--- src/rtl/duo_pkg.sv ---
package duo_pkg;
  localparam int DATA_W = 16;
  localparam int INSN_W = 16;
  localparam int REG_AW = 3;
  localparam int NREG   = 1 << REG_AW;
  localparam int IMM_W  = 6;
  localparam int BOFF_W = 9;
  localparam int JOFF_W = 12;

  typedef enum logic [3:0] {
    OP_NOP  = 4'd0,
    OP_ADD  = 4'd1,
    OP_SUB  = 4'd2,
    OP_AND  = 4'd3,
    OP_OR   = 4'd4,
    OP_XOR  = 4'd5,
    OP_ADDI = 4'd6,
    OP_MOV  = 4'd7,
    OP_BZ   = 4'd8,
    OP_JMP  = 4'd9
  } op_e;

  typedef struct packed {
    op_e                 op;
    logic [REG_AW-1:0]   rd;
    logic [REG_AW-1:0]   rs;
    logic [REG_AW-1:0]   rt;
    logic [IMM_W-1:0]    imm;
    logic [BOFF_W-1:0]   boff;
    logic [JOFF_W-1:0]   joff;
  } dec_t;

  localparam dec_t DEC_NOP = '{op: OP_NOP, rd: '0, rs: '0, rt: '0,
                               imm: '0, boff: '0, joff: '0};

  function automatic logic [DATA_W-1:0] sext_imm(input logic [IMM_W-1:0] v);
    return {{(DATA_W-IMM_W){v[IMM_W-1]}}, v};
  endfunction

  function automatic logic is_alu(input op_e op);
    return (op == OP_ADD) || (op == OP_SUB) || (op == OP_AND) ||
           (op == OP_OR)  || (op == OP_XOR) || (op == OP_ADDI);
  endfunction

  // Result of the shared ALU; a move simply forwards operand a.
  function automatic logic [DATA_W-1:0] alu_eval(input op_e op,
                                                 input logic [DATA_W-1:0] a,
                                                 input logic [DATA_W-1:0] b,
                                                 input logic [DATA_W-1:0] k);
    case (op)
      OP_ADD:  return a + b;
      OP_SUB:  return a - b;
      OP_AND:  return a & b;
      OP_OR:   return a | b;
      OP_XOR:  return a ^ b;
      OP_ADDI: return a + k;
      OP_MOV:  return a;
      default: return '0;
    endcase
  endfunction
endpackage

--- src/rtl/duo_fetch.sv ---
module duo_fetch #(
  parameter int AW = 12
) (
  input  logic          clk,
  input  logic          rst,
  input  logic          redirect,
  input  logic [AW-1:0] target,
  output logic [AW-1:0] fpc,
  output logic [AW-1:0] imem_addr
);
  logic [AW-1:0] fpc_next;

  assign fpc_next  = redirect ? target : fpc + AW'(1);
  // In reset the memory keeps reading word 0 so it is ready when reset falls.
  assign imem_addr = rst ? '0 : fpc_next;

  always_ff @(posedge clk) begin
    if (rst) fpc <= '0;
    else     fpc <= fpc_next;
  end
endmodule

--- src/rtl/duo_decode.sv ---
module duo_decode
  import duo_pkg::*;
(
  input  logic [INSN_W-1:0] word,
  output dec_t              dec
);
  always_comb begin
    dec.rd   = word[11:9];
    dec.rs   = word[8:6];
    dec.rt   = word[5:3];
    dec.imm  = word[IMM_W-1:0];
    dec.boff = word[BOFF_W-1:0];
    dec.joff = word[JOFF_W-1:0];
    if (word[15:12] <= 4'd9) dec.op = op_e'(word[15:12]);
    else                     dec.op = OP_NOP;
  end
endmodule

--- src/rtl/duo_regfile.sv ---
module duo_regfile
  import duo_pkg::*;
(
  input  logic              clk,
  input  logic              rst,
  input  logic              we,
  input  logic [REG_AW-1:0] waddr,
  input  logic [DATA_W-1:0] wdata,
  input  logic [REG_AW-1:0] ra_addr,
  input  logic [REG_AW-1:0] rb_addr,
  output logic [DATA_W-1:0] ra_data,
  output logic [DATA_W-1:0] rb_data
);
  logic [DATA_W-1:0] regs [NREG];

  for (genvar g = 0; g < NREG; g++) begin : g_reg
    always_ff @(posedge clk) begin
      if (rst)                                 regs[g] <= '0;
      else if (we && waddr == REG_AW'(g))      regs[g] <= wdata;
    end
  end

  assign ra_data = regs[ra_addr];
  assign rb_data = regs[rb_addr];
endmodule

--- src/rtl/duo_execute.sv ---
module duo_execute
  import duo_pkg::*;
#(
  parameter int AW = 12
) (
  input  op_e               op,
  input  logic [REG_AW-1:0] rd,
  input  logic [IMM_W-1:0]  imm,
  input  logic [BOFF_W-1:0] boff,
  input  logic [JOFF_W-1:0] joff,
  input  logic [AW-1:0]     pc,
  input  logic [DATA_W-1:0] a,
  input  logic [DATA_W-1:0] b,
  input  logic              zflag,
  output logic              we,
  output logic [REG_AW-1:0] waddr,
  output logic [DATA_W-1:0] wdata,
  output logic              z_we,
  output logic              z_val,
  output logic              taken,
  output logic [AW-1:0]     target
);
  logic [DATA_W-1:0] res;
  logic [AW-1:0]     disp;

  assign res   = alu_eval(op, a, b, sext_imm(imm));
  assign disp  = (op == OP_JMP) ? AW'($signed(joff)) : AW'($signed(boff));
  assign target = pc + disp;
  assign waddr = rd;
  assign wdata = res;
  assign z_val = (res == '0);

  always_comb begin
    we    = 1'b0;
    z_we  = 1'b0;
    taken = 1'b0;
    if (is_alu(op)) begin
      we   = 1'b1;
      z_we = 1'b1;
    end else if (op == OP_MOV) begin
      we = 1'b1;
    end else if (op == OP_BZ) begin
      taken = zflag;
    end else if (op == OP_JMP) begin
      taken = 1'b1;
    end
  end
endmodule

--- src/rtl/duo_core.sv ---
module duo_core
  import duo_pkg::*;
#(
  parameter int AW = 12
) (
  input  logic              clk,
  input  logic              rst,
  output logic [AW-1:0]     imem_addr,
  input  logic [INSN_W-1:0] imem_rdata,
  output logic              dbg_we,
  output logic [REG_AW-1:0] dbg_waddr,
  output logic [DATA_W-1:0] dbg_wdata
);
  // Fetch/decode stage
  logic [AW-1:0] fpc;
  dec_t          fd_dec;

  // Pipeline register into execute
  dec_t          ex_d;
  logic [AW-1:0] ex_pc;

  // Execute stage wires, named for the checker
  logic              taken;
  logic [AW-1:0]     target;
  logic [DATA_W-1:0] rf_a, rf_b;
  logic              wr_en, z_we, z_val;
  logic [REG_AW-1:0] wr_addr;
  logic [DATA_W-1:0] wr_data;
  logic              zflag;
  op_e               ex_op;

  assign ex_op = ex_d.op;

  duo_fetch #(.AW(AW)) u_fetch (
    .clk(clk), .rst(rst), .redirect(taken), .target(target),
    .fpc(fpc), .imem_addr(imem_addr)
  );

  duo_decode u_dec (.word(imem_rdata), .dec(fd_dec));

  always_ff @(posedge clk) begin
    if (rst) begin
      ex_d  <= DEC_NOP;
      ex_pc <= '0;
    end else begin
      ex_d  <= fd_dec;
      ex_pc <= fpc;
    end
  end

  duo_regfile u_rf (
    .clk(clk), .rst(rst), .we(wr_en), .waddr(wr_addr), .wdata(wr_data),
    .ra_addr(ex_d.rs), .rb_addr(ex_d.rt), .ra_data(rf_a), .rb_data(rf_b)
  );

  duo_execute #(.AW(AW)) u_ex (
    .op(ex_d.op), .rd(ex_d.rd), .imm(ex_d.imm), .boff(ex_d.boff),
    .joff(ex_d.joff), .pc(ex_pc), .a(rf_a), .b(rf_b), .zflag(zflag),
    .we(wr_en), .waddr(wr_addr), .wdata(wr_data), .z_we(z_we),
    .z_val(z_val), .taken(taken), .target(target)
  );

  always_ff @(posedge clk) begin
    if (rst)       zflag <= 1'b0;
    else if (z_we) zflag <= z_val;
  end

  assign dbg_we    = wr_en;
  assign dbg_waddr = wr_addr;
  assign dbg_wdata = wr_data;
endmodule

--- config.mk ---
export PLATFORM = sky130hd
export DESIGN_NAME = duo_core
export DESIGN_NICKNAME = d
export VERILOG_FILES = /design/src/rtl/duo_pkg.sv /design/src/rtl/duo_fetch.sv /design/src/rtl/duo_decode.sv /design/src/rtl/duo_regfile.sv /design/src/rtl/duo_execute.sv /design/src/rtl/duo_core.sv
export SDC_FILE = /design/constraint.sdc
export NUM_CORES = 1
export LEC_CHECK = 0
export ABC_AREA = 0
export BUFFER_PORTS_ARGS = -buffer_cell sky130_fd_sc_hd__buf_2
export CAP_MARGIN = 25
export CORE_UTILIZATION = 50
export DETAILED_ROUTE_END_ITERATION = 8
export PLACE_DENSITY = 0.72
export SYNTH_ARGS = -nofsm -noshare
export SYNTH_HDL_FRONTEND = slang
export SYNTH_SLANG_ARGS = --single-unit
--- constraint.sdc ---
create_clock -name clk -period 14.45 [get_ports clk]
set_input_delay 0 -clock clk [delete_from_list [all_inputs] [get_ports clk]]
set_output_delay 0 -clock clk [all_outputs]
set_load 0.01 [all_outputs]
==> flow_results.org, run 1 <==
** Outcome
- Status :: finished clean

** Placement
- Number of input and output port buffers inserted :: 49
- After legalization and detailed placement, the total HPWL measured 19400 um.
- The congestion estimate from routability-driven global placement came to between 0.9 and 1.

** STA
- Normalized max-slew margin :: between 20% and 30%
- Pin slew with the least headroom to its limit :: 1090 ps
- Final hold violations :: 0
- Pins Over Slew Limit :: 0
- Fmax :: roughly 160 MHz
- Unrepaired setup endpoints after global routing :: false
- Worst clock skew on the final layout :: 16.6 ps
- Final count of negative-setup-slack endpoints :: 0
- Sum Neg Setup Slack :: 0 ps
- Subtracting the final worst setup slack from the clock period gives ~6000 ps.
- Fraction of the cycle the final worst path needs :: a little over two fifths

** Synth
- Main combinational cell family by area after synthesis :: multiplexers
- Yosys mapped a number of flops with a built-in enable equal to approximately 130.
- Register bit count reported by yosys :: approximately 170
- Post-synthesis instance area :: about 11000 sq um
- In the synthesized netlist, the number of instances is between 900 and 1k.
- In this run the mean area of a mapped cell was ~11 sq um.
- Multiplexer area fraction after synthesis :: ~17%
- Count of warnings emitted by yosys :: 0
- Summing the areas of all compound-gate instances in the mapped netlist gives between 10% and 20% of the synthesized area.
- After Yosys synthesis, and, or, nand and nor cells account for 13.7% of the synthesized area.
- Most used flip-flop cell after synthesis :: sky130_fd_sc_hd__edfxtp_1
- Number of distinct library cells after synthesis :: between 70 and 80
- The number of nets in the synthesized netlist is between 1k and 1.5k.
- Share of the yosys chip area belonging to registers :: a little over two fifths
- Xor and xnor area share after synthesis :: about 2.6%
- Synth async-reset ratio :: 0%
- The synthesized netlist devotes 7.50% of its cell area to adder and majority cells.

** Route
- Detailed-router iteration count before antenna repair :: 6
- Number of vias per cell :: 6.35
- ANT nets after route :: 0
- Dividing the detail-routed wire length by the instance count gives between 20 and 25 um.
- Summed over all layers, the routed wires come to about 30000 um.
- Total vias in the final route :: 8215
- After detailed routing, the number of remaining DRC violations is 0.
- After the first detailed-routing iteration, the DRC count stood at approximately 1k.

** Setup path
- For this design, the slowest cell found on the critical path is sky130_fd_sc_hd__o221ai_1.
- For the worst setup path, the data required time is about 14000 ps.
- CP peak stage delay :: around 600 ps
- Startpoint-to-endpoint class of the critical path :: reg -> out
- Critical Path Source Type :: register
- Along the worst path, the maximum fanout reaches 39.
- By instance count, the cell type seen most on the critical path is sky130_fd_sc_hd__o21ai_0.
- STA classifies the critical path endpoint as an output port.
- Data on the critical path arrives at its endpoint at 6120 ps.
- The signal on the critical path passes through buf_4, mux2_2, o221ai_1, ha_1, nand2_1, o311ai_0, o41ai_1, a221oi_1, ha_1, a21oi_1, o21ai_0, nand2_1, o21ai_0, o41ai_1, o21ai_0, xor2_1, o21a_1, inv_4, buf_2.

** Cells and area
- At the end of the flow the core is filled with cells to 56.8%.
- After the last flow step, the layout net total stands at about 1.1k.
- Of the cells placed in the final design, the portion with a size suffix greater than 1 is about a fifth.
- From synthesis to final layout, the design area changed by 10.4%.
- The number of antenna diodes in the final layout is 0.

** Global route
- Entering global routing, the biggest net connects 55 pins.
- The number of antenna violations at the first check in global routing is 0.
- Vias in the first global route :: 8058
- Total Routing Usage GR :: approximately 28%
- Leftover overflow at the end of global routing :: 0
- The first global-routing pass estimated 45600 um of wire.

** Clock tree
- The tree is rooted in a sky130_fd_sc_hd__clkbuf_16.
- Depth of the CTS H-tree :: 4
- The clock passes through at most 2 buffers.
- Clock-pin slew was measured on the worst setup and hold paths at 70 ps.
- Number of setup buffers added after CTS :: 0
- Total clock buffers created by CTS :: 17
- Gates resized during post-CTS repair numbered 0.
- Worst-Skew Late Latency :: between 400 and 500 ps
- TritonCTS built the clock tree.
- The clock drives between 150 and 200 sinks.

** Floorplan
- The die covers ~22000 sq um.
- The initial utilization of the core area, before any placement, comes to about 51%.
- The total area inside the core boundary comes to between 20000 and 25000 sq um.
- Row count :: 53
- 50 I/O pins were placed.
- Horizontal extent of the die :: between 100 and 150 um
- Chip height :: 149 um

** Pwr
- Dividing total power by cell area gives a power density of between 100 and 150 nW/um^2.
- After layout, the design draws a total of 1.32 mW.
- In this run the static leakage power is roughly 4.8 nW.
- IR analysis of the VDD net gives a maximum drop of slightly above 70 uV.

** Hold path
- The min-delay analysis places its worst path in the category in -> reg.

** Flow run
- Across the run, the number of max-cap violations was 0.
==> cell usage after synthesis (5+ instances only) <==
library cell / n / share of area, %
sky130_fd_sc_hd__a211oi_1: 14 / 0.97
sky130_fd_sc_hd__a21o_1: 12 / 0.83
sky130_fd_sc_hd__a21oi_1: 31 / 1.4
sky130_fd_sc_hd__a221oi_1: 20 / 1.6
sky130_fd_sc_hd__and3_1: 6 / 0.35
sky130_fd_sc_hd__buf_1: 7 / 0.24
sky130_fd_sc_hd__buf_2: 6 / 0.28
sky130_fd_sc_hd__buf_4: 8 / 0.55
sky130_fd_sc_hd__buf_6: 5 / 0.52
sky130_fd_sc_hd__clkbuf_1: 30 / 1.0
sky130_fd_sc_hd__dfxtp_1: 41 / 7.5
sky130_fd_sc_hd__edfxtp_1: 128 / 35
sky130_fd_sc_hd__ha_1: 62 / 7.1
sky130_fd_sc_hd__inv_1: 60 / 2.1
sky130_fd_sc_hd__mux2_2: 21 / 2.2
sky130_fd_sc_hd__mux2i_1: 17 / 1.6
sky130_fd_sc_hd__mux4_1: 12 / 2.9
sky130_fd_sc_hd__mux4_2: 46 / 9.5
sky130_fd_sc_hd__nand2_1: 42 / 1.4
sky130_fd_sc_hd__nand2b_1: 7 / 0.40
sky130_fd_sc_hd__nand3_1: 14 / 0.64
sky130_fd_sc_hd__nand4_1: 7 / 0.40
sky130_fd_sc_hd__nor2_1: 165 / 5.7
sky130_fd_sc_hd__nor2_2: 8 / 0.46
sky130_fd_sc_hd__nor2b_1: 28 / 1.6
sky130_fd_sc_hd__nor3_1: 9 / 0.41
sky130_fd_sc_hd__o21ai_0: 25 / 1.2
sky130_fd_sc_hd__o21bai_1: 7 / 0.48
sky130_fd_sc_hd__xnor2_1: 21 / 1.7
sky130_fd_sc_hd__xor2_1: 11 / 0.89
==> cell type report <==
type / instances / area [sq um]
clock inverters: 15 / 183
flip-flops and latches: 169 / 4670
repair buffers: 76 / 490
well taps: 275 / 344
fillers: 1728 / 9150
multi-input cells: 677 / 5650
inverters: 64 / 243
clock buffers: 17 / 425
==> state kept, by name (all words and copies together) (netlist names) <==
signal and cells:
u_fetch.fpc 12, ex_op 4, u_rf.regs 128, ex_d 12, zflag 1, ex_pc 12
==> per-layer routing <==
| layer | global-route usage [%] | part of all wire, % | routed length, um |
|---|---|---|---|
| met5 | 0 | 0 | 0 |
| met4 | 11.3 | 2.7 | 799 |
| met3 | 5.64 | 9.4 | 2800 |
| met2 | 44.3 | 47 | 14200 |
| met1 | 37.1 | 41 | 12100 |
==> critical path, delay by kind of cell, from the launching register on <==
family / cells / cell delay [ps]
AND/OR/NAND/NOR: 2 / 310
XOR/XNOR: 1 / 170
flip-flops: 1 / 330
multiplexers: 1 / 410
adder cells (fa/ha/maj): 2 / 620
AO/OA/AOI/OAI: 10 / 3100
buffers and inverters: 3 / 710
==> per-stage QoR <==
stage	instance area, sq um	worst slack (ps)	instances	hold WS, ps
global route	12000	7920	1293	232
detailed placement	11200	8680	1244	203
floorplan	10900	9740	968	75.8
finish	12000	8330	1293	190
CTS	12000	8430	1293	177
global placement	11200	8790	1244	199
==> logic make-up (layout without fill, tap and decap cells) <==
| logic type | Yosys count | in the layout |
|---|---|---|
| DFF | 169 | 169 |
| adders and majority gates | 64 | 64 |
| xor gates and xnor gates | 32 | 32 |
| buffers and inverters | 122 | 172 |
| muxes | 103 | 103 |
| AOI/OAI and AO/OA | 165 | 165 |
| and+or+nand+nor | 313 | 313 |
==> placed cells by master, fill, tap and decap left out, types with 25 or more instances in the layout <==
| cell | count |
|---|---|
| sky130_fd_sc_hd__mux4_2 | 46 |
| sky130_fd_sc_hd__a21oi_1 | 31 |
| sky130_fd_sc_hd__inv_1 | 60 |
| sky130_fd_sc_hd__dfxtp_1 | 38 |
| sky130_fd_sc_hd__buf_2 | 49 |
| sky130_fd_sc_hd__nor2b_1 | 28 |
| sky130_fd_sc_hd__nor2_1 | 165 |
| sky130_fd_sc_hd__edfxtp_1 | 128 |
| sky130_fd_sc_hd__ha_1 | 62 |
| sky130_fd_sc_hd__o21ai_0 | 25 |
| sky130_fd_sc_hd__nand2_1 | 42 |
==> worst paths after layout <==
kind / depth (start not counted) / to / slack, ps / from
worst max-delay path: 19 / dbg_wdata[15] / 8330 / ex_d[25]$_SDFF_PP0_
worst max register to register: 18 / zflag$_SDFFE_PP0P_ / 8610 / ex_d[25]$_SDFF_PP0_
worst min register to register: 1 / ex_pc[11]$_SDFF_PP0_ / 490 / u_fetch.fpc[11]$_DFF_P_
worst min-delay path: 2 / ex_pc[10]$_SDFF_PP0_ / 190 / rst
==> what timing repair did <==
item | CTS | global route
endpoints found under the setup margin | 0 | 0
hold endpoints to repair | 16 | 0
hold buffers | 17 | 0
==> power by group <==
part | total, mW | switching, mW | internal [mW]
Clock | 0.471 | 0.209 | 0.262
Sequential | 0.557 | 0.0146 | 0.543
Combinational | 0.289 | 0.180 | 0.109
Total | 1.32 | 0.403 | 0.914
No activity file was read; power rests on OpenSTA's default activity.
==> run 2, diff against run 1 <==
--- a/config.mk
+++ b/config.mk
@@ -10,7 +10,7 @@
 export CAP_MARGIN = 25
 export CORE_UTILIZATION = 50
 export DETAILED_ROUTE_END_ITERATION = 8
-export PLACE_DENSITY = 0.72
+export PLACE_DENSITY = 0.75
 export SYNTH_ARGS = -nofsm -noshare
 export SYNTH_HDL_FRONTEND = slang
 export SYNTH_SLANG_ARGS = --single-unit
==> constraint.sdc (replaced) <==
create_clock -name clk -period 5.09 [get_ports clk]
set_input_delay 0 -clock clk [delete_from_list [all_inputs] [get_ports clk]]
set_output_delay 0 -clock clk [all_outputs]
set_load 0.01 [all_outputs]
==> run 2 against run 1 <==
Cell count grew 3.9%. Power rose to 2.8 times the previous value. Via count up 1.4%. Design area increased by 3.8%. Critical path type unchanged.
==> flow_results.org, run 2 (synthesis gave the netlist of run 1 again) <==
** Clock tree
- Worst-Skew Late Latency :: 450 ps (was 440 ps)
- Root buffer selected by CTS :: sky130_fd_sc_hd__clkbuf_16 (unchanged)
- The total clock sinks was 169 (unchanged).
- Depth of the CTS H-tree :: 4 (unchanged)
- CTS clock-pin slew for the worst setup and hold paths :: 70 ps (about the same)
- Total clock buffers created by CTS :: 17 (unchanged)
- The clock tree from TritonCTS was built (unchanged).
- CTS max path bufs :: 2 (unchanged)

** Setup path
- The slowest library cell on the worst path is sky130_fd_sc_hd__dfxtp_4 (was sky130_fd_sc_hd__o221ai_1).
- The required time of the critical path came to 5090 ps (was 14450 ps).
- The data arrival at the endpoint of the critical path is 4990 ps (was 6120 ps).
- Worst Path Max Fanout :: 16 (was 39)
- The setup slack of the most critical reg-to-reg path is 190 ps (was 8610 ps).
- The critical path class is reg -> out (unchanged).
- End of the worst register-to-register path :: zflag$_SDFFE_PP0P_ (unchanged)
- Sort of element at the end of the critical path :: output port (unchanged)
- Critical-path cell list: buf_8, mux2_2, o22a_1, o221ai_2, inv_1, nor4_4, nand3_1, nand3_1, o21ai_0, a221oi_2, ha_1, a21oi_1, nor2_1, a41oi_1, o21ai_1, o41ai_2, o21ai_1, xor2_1, o21a_1, buf_12, inv_4, buf_2 (was buf_4, mux2_2, o221ai_1, ha_1, nand2_1, o311ai_0, o41ai_1, a221oi_1, ha_1, a21oi_1, o21ai_0, nand2_1, o21ai_0, o41ai_1, o21ai_0, xor2_1, o21a_1, inv_4, buf_2).
- The startpoint class of the critical path is a register (unchanged).
- Depth of the most critical reg-to-reg path :: 20 (was 18)
- R2r startpoint :: ex_d[24]$_SDFF_PP0_ (was ex_d[25]$_SDFF_PP0_)
- The cell family with the largest share of critical-path delay was compound AO/OA/AOI/OAI gates (unchanged).
- CP peak stage delay :: 450 ps (was 590 ps)
- Number of buffers and inverters on the critical path :: 5 (was 3)

** Cells and area
- The sequential cell area came to 4670 sq um (about the same).
- The post-synthesis to final-layout area growth was 14.7% (was 10.4%).
- Count of antenna diodes in the layout :: 0 (unchanged)
- The flip-flop count of the largest register after layout is 128 (unchanged).
- The final-stage net count was 1137 (was 1087).
- Leading cell type in the layout, fill and taps excluded :: sky130_fd_sc_hd__nor2_1 (unchanged)
- Share of cells above drive strength 1 :: 24.5% (was 19.7%)
- The number of standard cells in the layout, taps in and fillers out was 1343 (was 1293).
- The largest register by flop count is u_rf.regs (unchanged).
- Commonest non-fill, non-tap cells in the layout :: sky130_fd_sc_hd__nor2_1 (165), sky130_fd_sc_hd__edfxtp_1 (128), sky130_fd_sc_hd__ha_1 (62), sky130_fd_sc_hd__inv_1 (58), sky130_fd_sc_hd__buf_4 (55) (was sky130_fd_sc_hd__nor2_1 (165), sky130_fd_sc_hd__edfxtp_1 (128), sky130_fd_sc_hd__ha_1 (62), sky130_fd_sc_hd__inv_1 (60), sky130_fd_sc_hd__buf_2 (49))
- Layout filler cell count :: 1669 (was 1728)
- Multi-input gate area in the final layout :: 5740 sq um (was 5650 sq um)

** Hold path
- The kind of path behind the tightest hold check was in -> reg (unchanged).
- Terminating pin of the worst hold path :: ex_d[21]$_SDFF_PP0_ (was ex_pc[10]$_SDFF_PP0_)
- The worst hold path stage count is 2 (unchanged).
- The origin of the worst min-delay path is rst (unchanged).

** Flow run
- Max-capacitance violation count :: 0 (unchanged)

** Floorplan
- The number of ports placed on the die boundary is 50 (unchanged).
- Row count :: 53 (unchanged)
- Chip height :: 149 um (unchanged)
- The starting utilization of the core area was 51.4% (unchanged).
- The horizontal die dimension is 149 um (unchanged).
- Die outline area :: 22300 sq um (unchanged)
- Core Region :: 21200 sq um (unchanged)

** Route
- The initial detailed-routing violation count came to 846 (was 1006).
- ANT nets after route :: 0 (unchanged)
- Post-detailed-route wirelength per cell :: 22.3 um (was 23.1 um)
- Detailed-router iteration count before antenna repair :: 7 (was 6)
- The total wire length came to 30000 um (was 29900 um).
- Total vias in the final route :: 8332 (was 8215)
- Number of remaining DRC errors :: 0 (unchanged)
- The vias per cell is 6.20 (was 6.35).

** STA
- The count of final hold-check violations was 0 (unchanged).
- The number of max-slew violations in the final report came to 0 (unchanged).
- Worst Setup Slack, final :: 103 ps (was 8330 ps)
- The final setup skew came to 15.2 ps (was 16.6 ps).
- Pin slew with the least headroom to its limit :: 1060 ps (was 1090 ps)
- The remaining max-slew budget at the tightest pin came to 29.5% (was 27.5%).
- Static timing analysis puts the maximum clock frequency at between 200 and 250 MHz.
- Counting I/O delays and the setup requirement, the final critical path takes 4990 ps.
- Unrepaired setup endpoints after global routing: true (was false).
- The setup-violating endpoint count in the final report is 0 (unchanged).
- Fraction of the cycle the final worst path needs :: a little over nine tenths
- Sum Neg Setup Slack :: 0 ps (unchanged)
- The minimum hold slack is 190 ps (about the same).

** Global route
- Global-route wire length before repair :: 46000 um (was 45600 um)
- The global routing usage summed across all routing layers was 27.9% (was 27.8%).
- Pin count of the biggest net entering global routing :: 55 (unchanged)
- The sum of overflow across all layers after global routing is 0 (unchanged).
- The via count of the first global-routing pass came to 8165 (was 8058).
- The number of antenna violations at the first check in global routing was 0 (unchanged).

** Pwr
- Overall power after layout :: 3.75 mW (was 1.32 mW)
- The worst-case vdd ir drop is 234 uV (was 72.6 uV).
- The power density over the cells came to 301 nW/um^2 (was 110 nW/um^2).
- Leak :: 5.03 nW (was 4.79 nW)

** Outcome
- Status: finished clean (unchanged).

** Placement
- Weighted congestion reported at the end of routability-driven placement :: 0.946 (was 0.954)
- The cell count after placement was 1278 (was 1244).
- Number of input and output port buffers inserted :: 49 (unchanged)
- The post-placement worst setup slack was -121 ps (was 8680 ps).
- Detail Placement HPWL :: 20100 um (was 19400 um)
-- run 2: layout make-up --
cell class / instances / share of cell area [%]
clock buffer: 18 / 3.44
multi-input combinational: 677 / 46.0
clock inverter: 14 / 1.10
timing repair buffer: 126 / 7.23
inverter: 64 / 1.95
tap: 275 / 2.76
sequential: 169 / 37.5
-- run 2: routing by layer --
layer / up-vias / wire, um / global-route usage, %
met2: 447 / 14600 / 45.1
met4: 0 / 741 / 11.1
met1: 4051 / 11800 / 37.2
met3: 64 / 2820 / 4.79
li1: 3770 / - / -
met5: - / 0 / 0
-- run 2: repair_timing --
item / 4_1_cts / 5_1_grt
endpoints found under the setup margin: 21 / 15
endpoints found under the hold margin: 16 / 0
resized for setup: 13 / 17
pin swaps: 3 / 6
buffers inserted: 7 / 9
hold buffers: 17 / 0
-- run 2: power by group --
group	leakage, nW	internal (mW)	switching, mW	total, mW
logic	3.09	0.373	0.524	0.896
clock network	0.274	0.686	0.575	1.26
registers	1.67	1.54	0.0500	1.59
total	5.03	2.60	1.15	3.75
-- run 2: per-stage QoR --
step / instance area [sq um] / utilization, %
after detailed placement: 11500 / 54.4
after global placement: 11500 / 54.4
after CTS: 12300 / 58.4
after global routing: 12500 / 58.9
after floorplan: 10900 / -
final: 12500 / 58.9
-- run 2: worst max-delay path by stage --
stage	startpoint	endpoint	slack [ps]	depth (start not counted)
5_1_grt	ex_d[25]$_SDFF_PP0_	dbg_wdata[15]	-110	22
3_3_place_gp	ex_d[24]$_SDFF_PP0_	zflag$_SDFFE_PP0P_	-110	20
3_5_place_dp	ex_d[24]$_SDFF_PP0_	u_rf.regs[0][15]$_SDFFCE_PN0P_	-120	20
4_1_cts	ex_d[24]$_SDFF_PP0_	dbg_wdata[15]	10	22
2_1_floorplan	ex_d[24]$_SDFF_PP0_	zflag$_SDFFE_PP0P_	380	20
6_report	ex_d[25]$_SDFF_PP0_	dbg_wdata[15]	100	22
==> run 3, diff against run 2 <==
--- a/config.mk
+++ b/config.mk
@@ -10,7 +10,7 @@
 export CAP_MARGIN = 25
 export CORE_UTILIZATION = 50
 export DETAILED_ROUTE_END_ITERATION = 8
-export PLACE_DENSITY = 0.75
+export PLACE_DENSITY = 0.72
 export SYNTH_ARGS = -nofsm -noshare
 export SYNTH_HDL_FRONTEND = slang
 export SYNTH_SLANG_ARGS = --single-unit
==> constraint.sdc (replaced) <==
create_clock -name clk -period 5.35 [get_ports clk]
set_input_delay 0 -clock clk [delete_from_list [all_inputs] [get_ports clk]]
set_output_delay 0 -clock clk [all_outputs]
set_load 0.01 [all_outputs]
==> run 3 against run 2 <==
Cell count fell by 0.52%. Worst setup slack improved by 120 ps. Routed wire length rose by 0.23%. Critical path depth rose by 1. Non-clock buffer count fell by 7. Clock-buffer cell count fell by 1. Register-to-register slack improved by 270 ps. Die area did not move. Global-route usage fell by 0.089 points. Largest power group unchanged.
==> flow_results.org, run 3 (synthesis gave the netlist of run 1 again) <==
** Clock tree
- CTS clock-pin slew for the worst setup and hold paths :: 70 ps (about the same)
- Root buffer selected by CTS :: sky130_fd_sc_hd__clkbuf_16 (unchanged)
- Clock sinks :: 169 (unchanged)
- CTS max path bufs :: 2 (unchanged)
- The insertion delay to the later sink of the worst-skew pair came to 440 ps (was 450 ps).
- The clock tree from TritonCTS is built (unchanged).
- The maximum level of the CTS H-tree was 4 (unchanged).
- Total clock buffers created by CTS :: 17 (unchanged)

** Route
- The number of routed nets with antenna violations is 0 (unchanged).
- The initial detailed-routing violation count is 1008 (was 846).
- The total wire length came to 30000 um (about the same).
- The number of vias after detailed routing was 8322 (was 8332).
- The vias per cell came to 6.23 (was 6.20).
- The number of detailed-routing iterations run before antenna repair is 7 (unchanged).
- The detail-routed net length per standard cell was 22.5 um (was 22.3 um).
- Number of remaining DRC errors :: 0 (unchanged)

** Setup path
- The critical path class is reg -> out (unchanged).
- CP Capture Point :: dbg_wdata[15] (unchanged)
- The required time of the critical path is 5350 ps (was 5090 ps).
- The worst reg2reg path depth was 21 (was 20).
- R2r startpoint :: ex_d[24]$_SDFF_PP0_ (unchanged)
- Sort of element at the end of the critical path :: output port (unchanged)
- Arr. time, crit path :: 5130 ps (was 4990 ps)
- The startpoint class of the critical path is a register (unchanged).
- The source of the critical timing path is ex_d[24]$_SDFF_PP0_ (was ex_d[25]$_SDFF_PP0_).
- Worst Path Max Fanout :: 9 (was 16)
- R2R setup slack :: 460 ps (was 190 ps)
- The end of the worst register-to-register path was zflag$_SDFFE_PP0P_ (unchanged).

** Outcome
- Status: finished clean (unchanged).

** Flow run
- Max-capacitance violation count :: 0 (unchanged)

** Floorplan
- Row count :: 53 (unchanged)
- The horizontal die dimension came to 149 um (unchanged).
- Number of I/O pins :: 50 (unchanged)
- The die outline height is 149 um (unchanged).
- Core Region :: 21200 sq um (unchanged)
- The starting utilization of the core area came to 51.4% (unchanged).
- Die outline area :: 22300 sq um (unchanged)

** Cells and area
- The post-synthesis to final-layout area growth was 14.5% (was 14.7%).
- Count of antenna diodes in the layout :: 0 (unchanged)
- The largest register by flop count was u_rf.regs (unchanged).
- Core Util, Final :: 58.8% (was 58.9%)
- Nets@finish :: 1130 (was 1137)
- Commonest non-fill, non-tap cells in the layout: sky130_fd_sc_hd__nor2_1 (165), sky130_fd_sc_hd__edfxtp_1 (128), sky130_fd_sc_hd__ha_1 (61), sky130_fd_sc_hd__inv_1 (58), sky130_fd_sc_hd__buf_2 (48) (was sky130_fd_sc_hd__nor2_1 (165), sky130_fd_sc_hd__edfxtp_1 (128), sky130_fd_sc_hd__ha_1 (62), sky130_fd_sc_hd__inv_1 (58), sky130_fd_sc_hd__buf_4 (55)).
- The number of standard cells in the layout, taps in and fillers out was 1336 (was 1343).
- The flip-flop count of the largest register after layout was 128 (unchanged).
- The most common library cell in the layout ignoring fill and taps was sky130_fd_sc_hd__nor2_1 (unchanged).
- Share of cells above drive strength 1 :: 23.9% (was 24.5%)

** STA
- Final count of negative-setup-slack endpoints :: 0 (unchanged)
- Worst clock skew on the final layout :: 9.24 ps (was 15.2 ps)
- The number of max-slew violations in the final report came to 0 (unchanged).
- Of the available clock period, the critical path in the final layout requires 95.8%.
- Normalized max-slew margin :: 37.1% (was 29.5%)
- The setup total negative slack came to 0 ps (unchanged).
- The smallest clock period supported by the final layout is computed as slightly above 5000 ps.
- The count of final hold-check violations is 0 (unchanged).
- Timing would allow up to between 150 and 200 MHz.
- Post-Route Hold Slack :: 192 ps (was 190 ps)
- The transition at the pin with the smallest max-transition slack came to 944 ps (was 1060 ps).

** Placement
- DP Cell Count :: 1268 (was 1278)
- The post-DP HPWL was 19900 um (was 20100 um).
- The global placement routability congestion was 0.909 (was 0.946).
- Number of input and output port buffers inserted :: 49 (unchanged)

** Global route
- Vias in the first global route :: 8120 (was 8165)
- Pin count of the biggest net entering global routing :: 55 (unchanged)
- The number of antenna violations at the first check in global routing is 0 (unchanged).
- Total Routing Usage GR :: 27.8% (was 27.9%)
- The sum of overflow across all layers after global routing is 0 (unchanged).
- Global-route wire length before repair :: 45900 um (was 46000 um)

** Pwr
- Leak :: 5.01 nW (was 5.03 nW)
- The power density over the cells came to 291 nW/um^2 (was 301 nW/um^2).
- Peak supply drop :: 211 uV (was 234 uV)

** Hold path
- Type of the most critical hold path :: in -> reg (unchanged)
run 3: changes by cell type in the layout (fill, tap and decap cells not counted), sizes merged:
cell,before,now
dlygate4sd3,17,18
clkbuf,18,17
buf,109,101
inv,71,70
clkinv,4,5
bufinv,1,2
run 3: cell type report:
class / instances / area (sq um)
clock buffers: 17 / 425
inverters: 64 / 243
well taps: 275 / 344
repair buffers: 119 / 867
flip-flops and latches: 169 / 4670
clock inverters: 15 / 166
fillers: 1675 / 8710
multi-input cells: 677 / 5730
run 3: power by group:
group          switching, mW  internal (mW)
registers             0.0501           1.47
clock network          0.558          0.698
logic                  0.496          0.351
total                   1.10           2.52
run 3: worst min-delay path by stage:
stage / startpoint / to / slack, ps / depth (start not counted)
global route: rst / ex_d[19]$_SDFF_PP0_ / 250 / 2
detailed placement: imem_rdata[14] / ex_op[3]$_SDFF_PP0_ / 200 / 2
CTS: rst / ex_pc[1]$_SDFF_PP0_ / 190 / 2
finish: rst / ex_d[35]$_SDFF_PP0_ / 190 / 2
floorplan: imem_rdata[15] / ex_op[1]$_SDFF_PP0_ / 80 / 1
global placement: imem_rdata[14] / ex_op[3]$_SDFF_PP0_ / 190 / 2
run 3: per-layer routing:
metal  up-vias  track usage [%]  wire length, um
li1       3757                -                -
met1      4102             37.1            12400
met2       402             45.3            14600
met3        61             4.42             2370
met4         0             10.6              665
met5         -                0                0
run 3: per-stage QoR:
step                area, sq um  worst slack, ps  power [mW]
floorplan                 10900              641        2.08
global placement          11400              206        2.31
detailed placement        11400              167        2.32
CTS                       12200             29.2        3.57
global route              12400            -32.7        3.74
finish                    12400              224        3.62
run 3: timing repair:
item | 4_1_cts | 5_1_grt
pin swaps | 0 | 10
resized for setup | 3 | 25
hold endpoints to repair | 16 | 0
hold buffers | 18 | 0
setup buffers | 0 | 18
setup endpoints to repair | 2 | 15
run 3: critical path: stages, from the launching register on:
cell and delay [ps]:
sky130_fd_sc_hd__dfxtp_4 420, sky130_fd_sc_hd__buf_4 150, sky130_fd_sc_hd__buf_12 100, sky130_fd_sc_hd__mux4_2 530, sky130_fd_sc_hd__mux2i_4 270, sky130_fd_sc_hd__inv_2 110, sky130_fd_sc_hd__nor4_4 330, sky130_fd_sc_hd__nand3_2 160
sky130_fd_sc_hd__nand3_1 110, sky130_fd_sc_hd__o21ai_0 100, sky130_fd_sc_hd__a221oi_2 300, sky130_fd_sc_hd__ha_1 350, sky130_fd_sc_hd__a21oi_1 160, sky130_fd_sc_hd__nor2_1 80, sky130_fd_sc_hd__a41oi_2 140, sky130_fd_sc_hd__o21ai_1 100
sky130_fd_sc_hd__o41ai_2 350, sky130_fd_sc_hd__buf_4 180, sky130_fd_sc_hd__o21ai_1 80, sky130_fd_sc_hd__xor2_1 140, sky130_fd_sc_hd__o21a_1 200, sky130_fd_sc_hd__buf_12 160, sky130_fd_sc_hd__inv_4 50, sky130_fd_sc_hd__buf_4 120
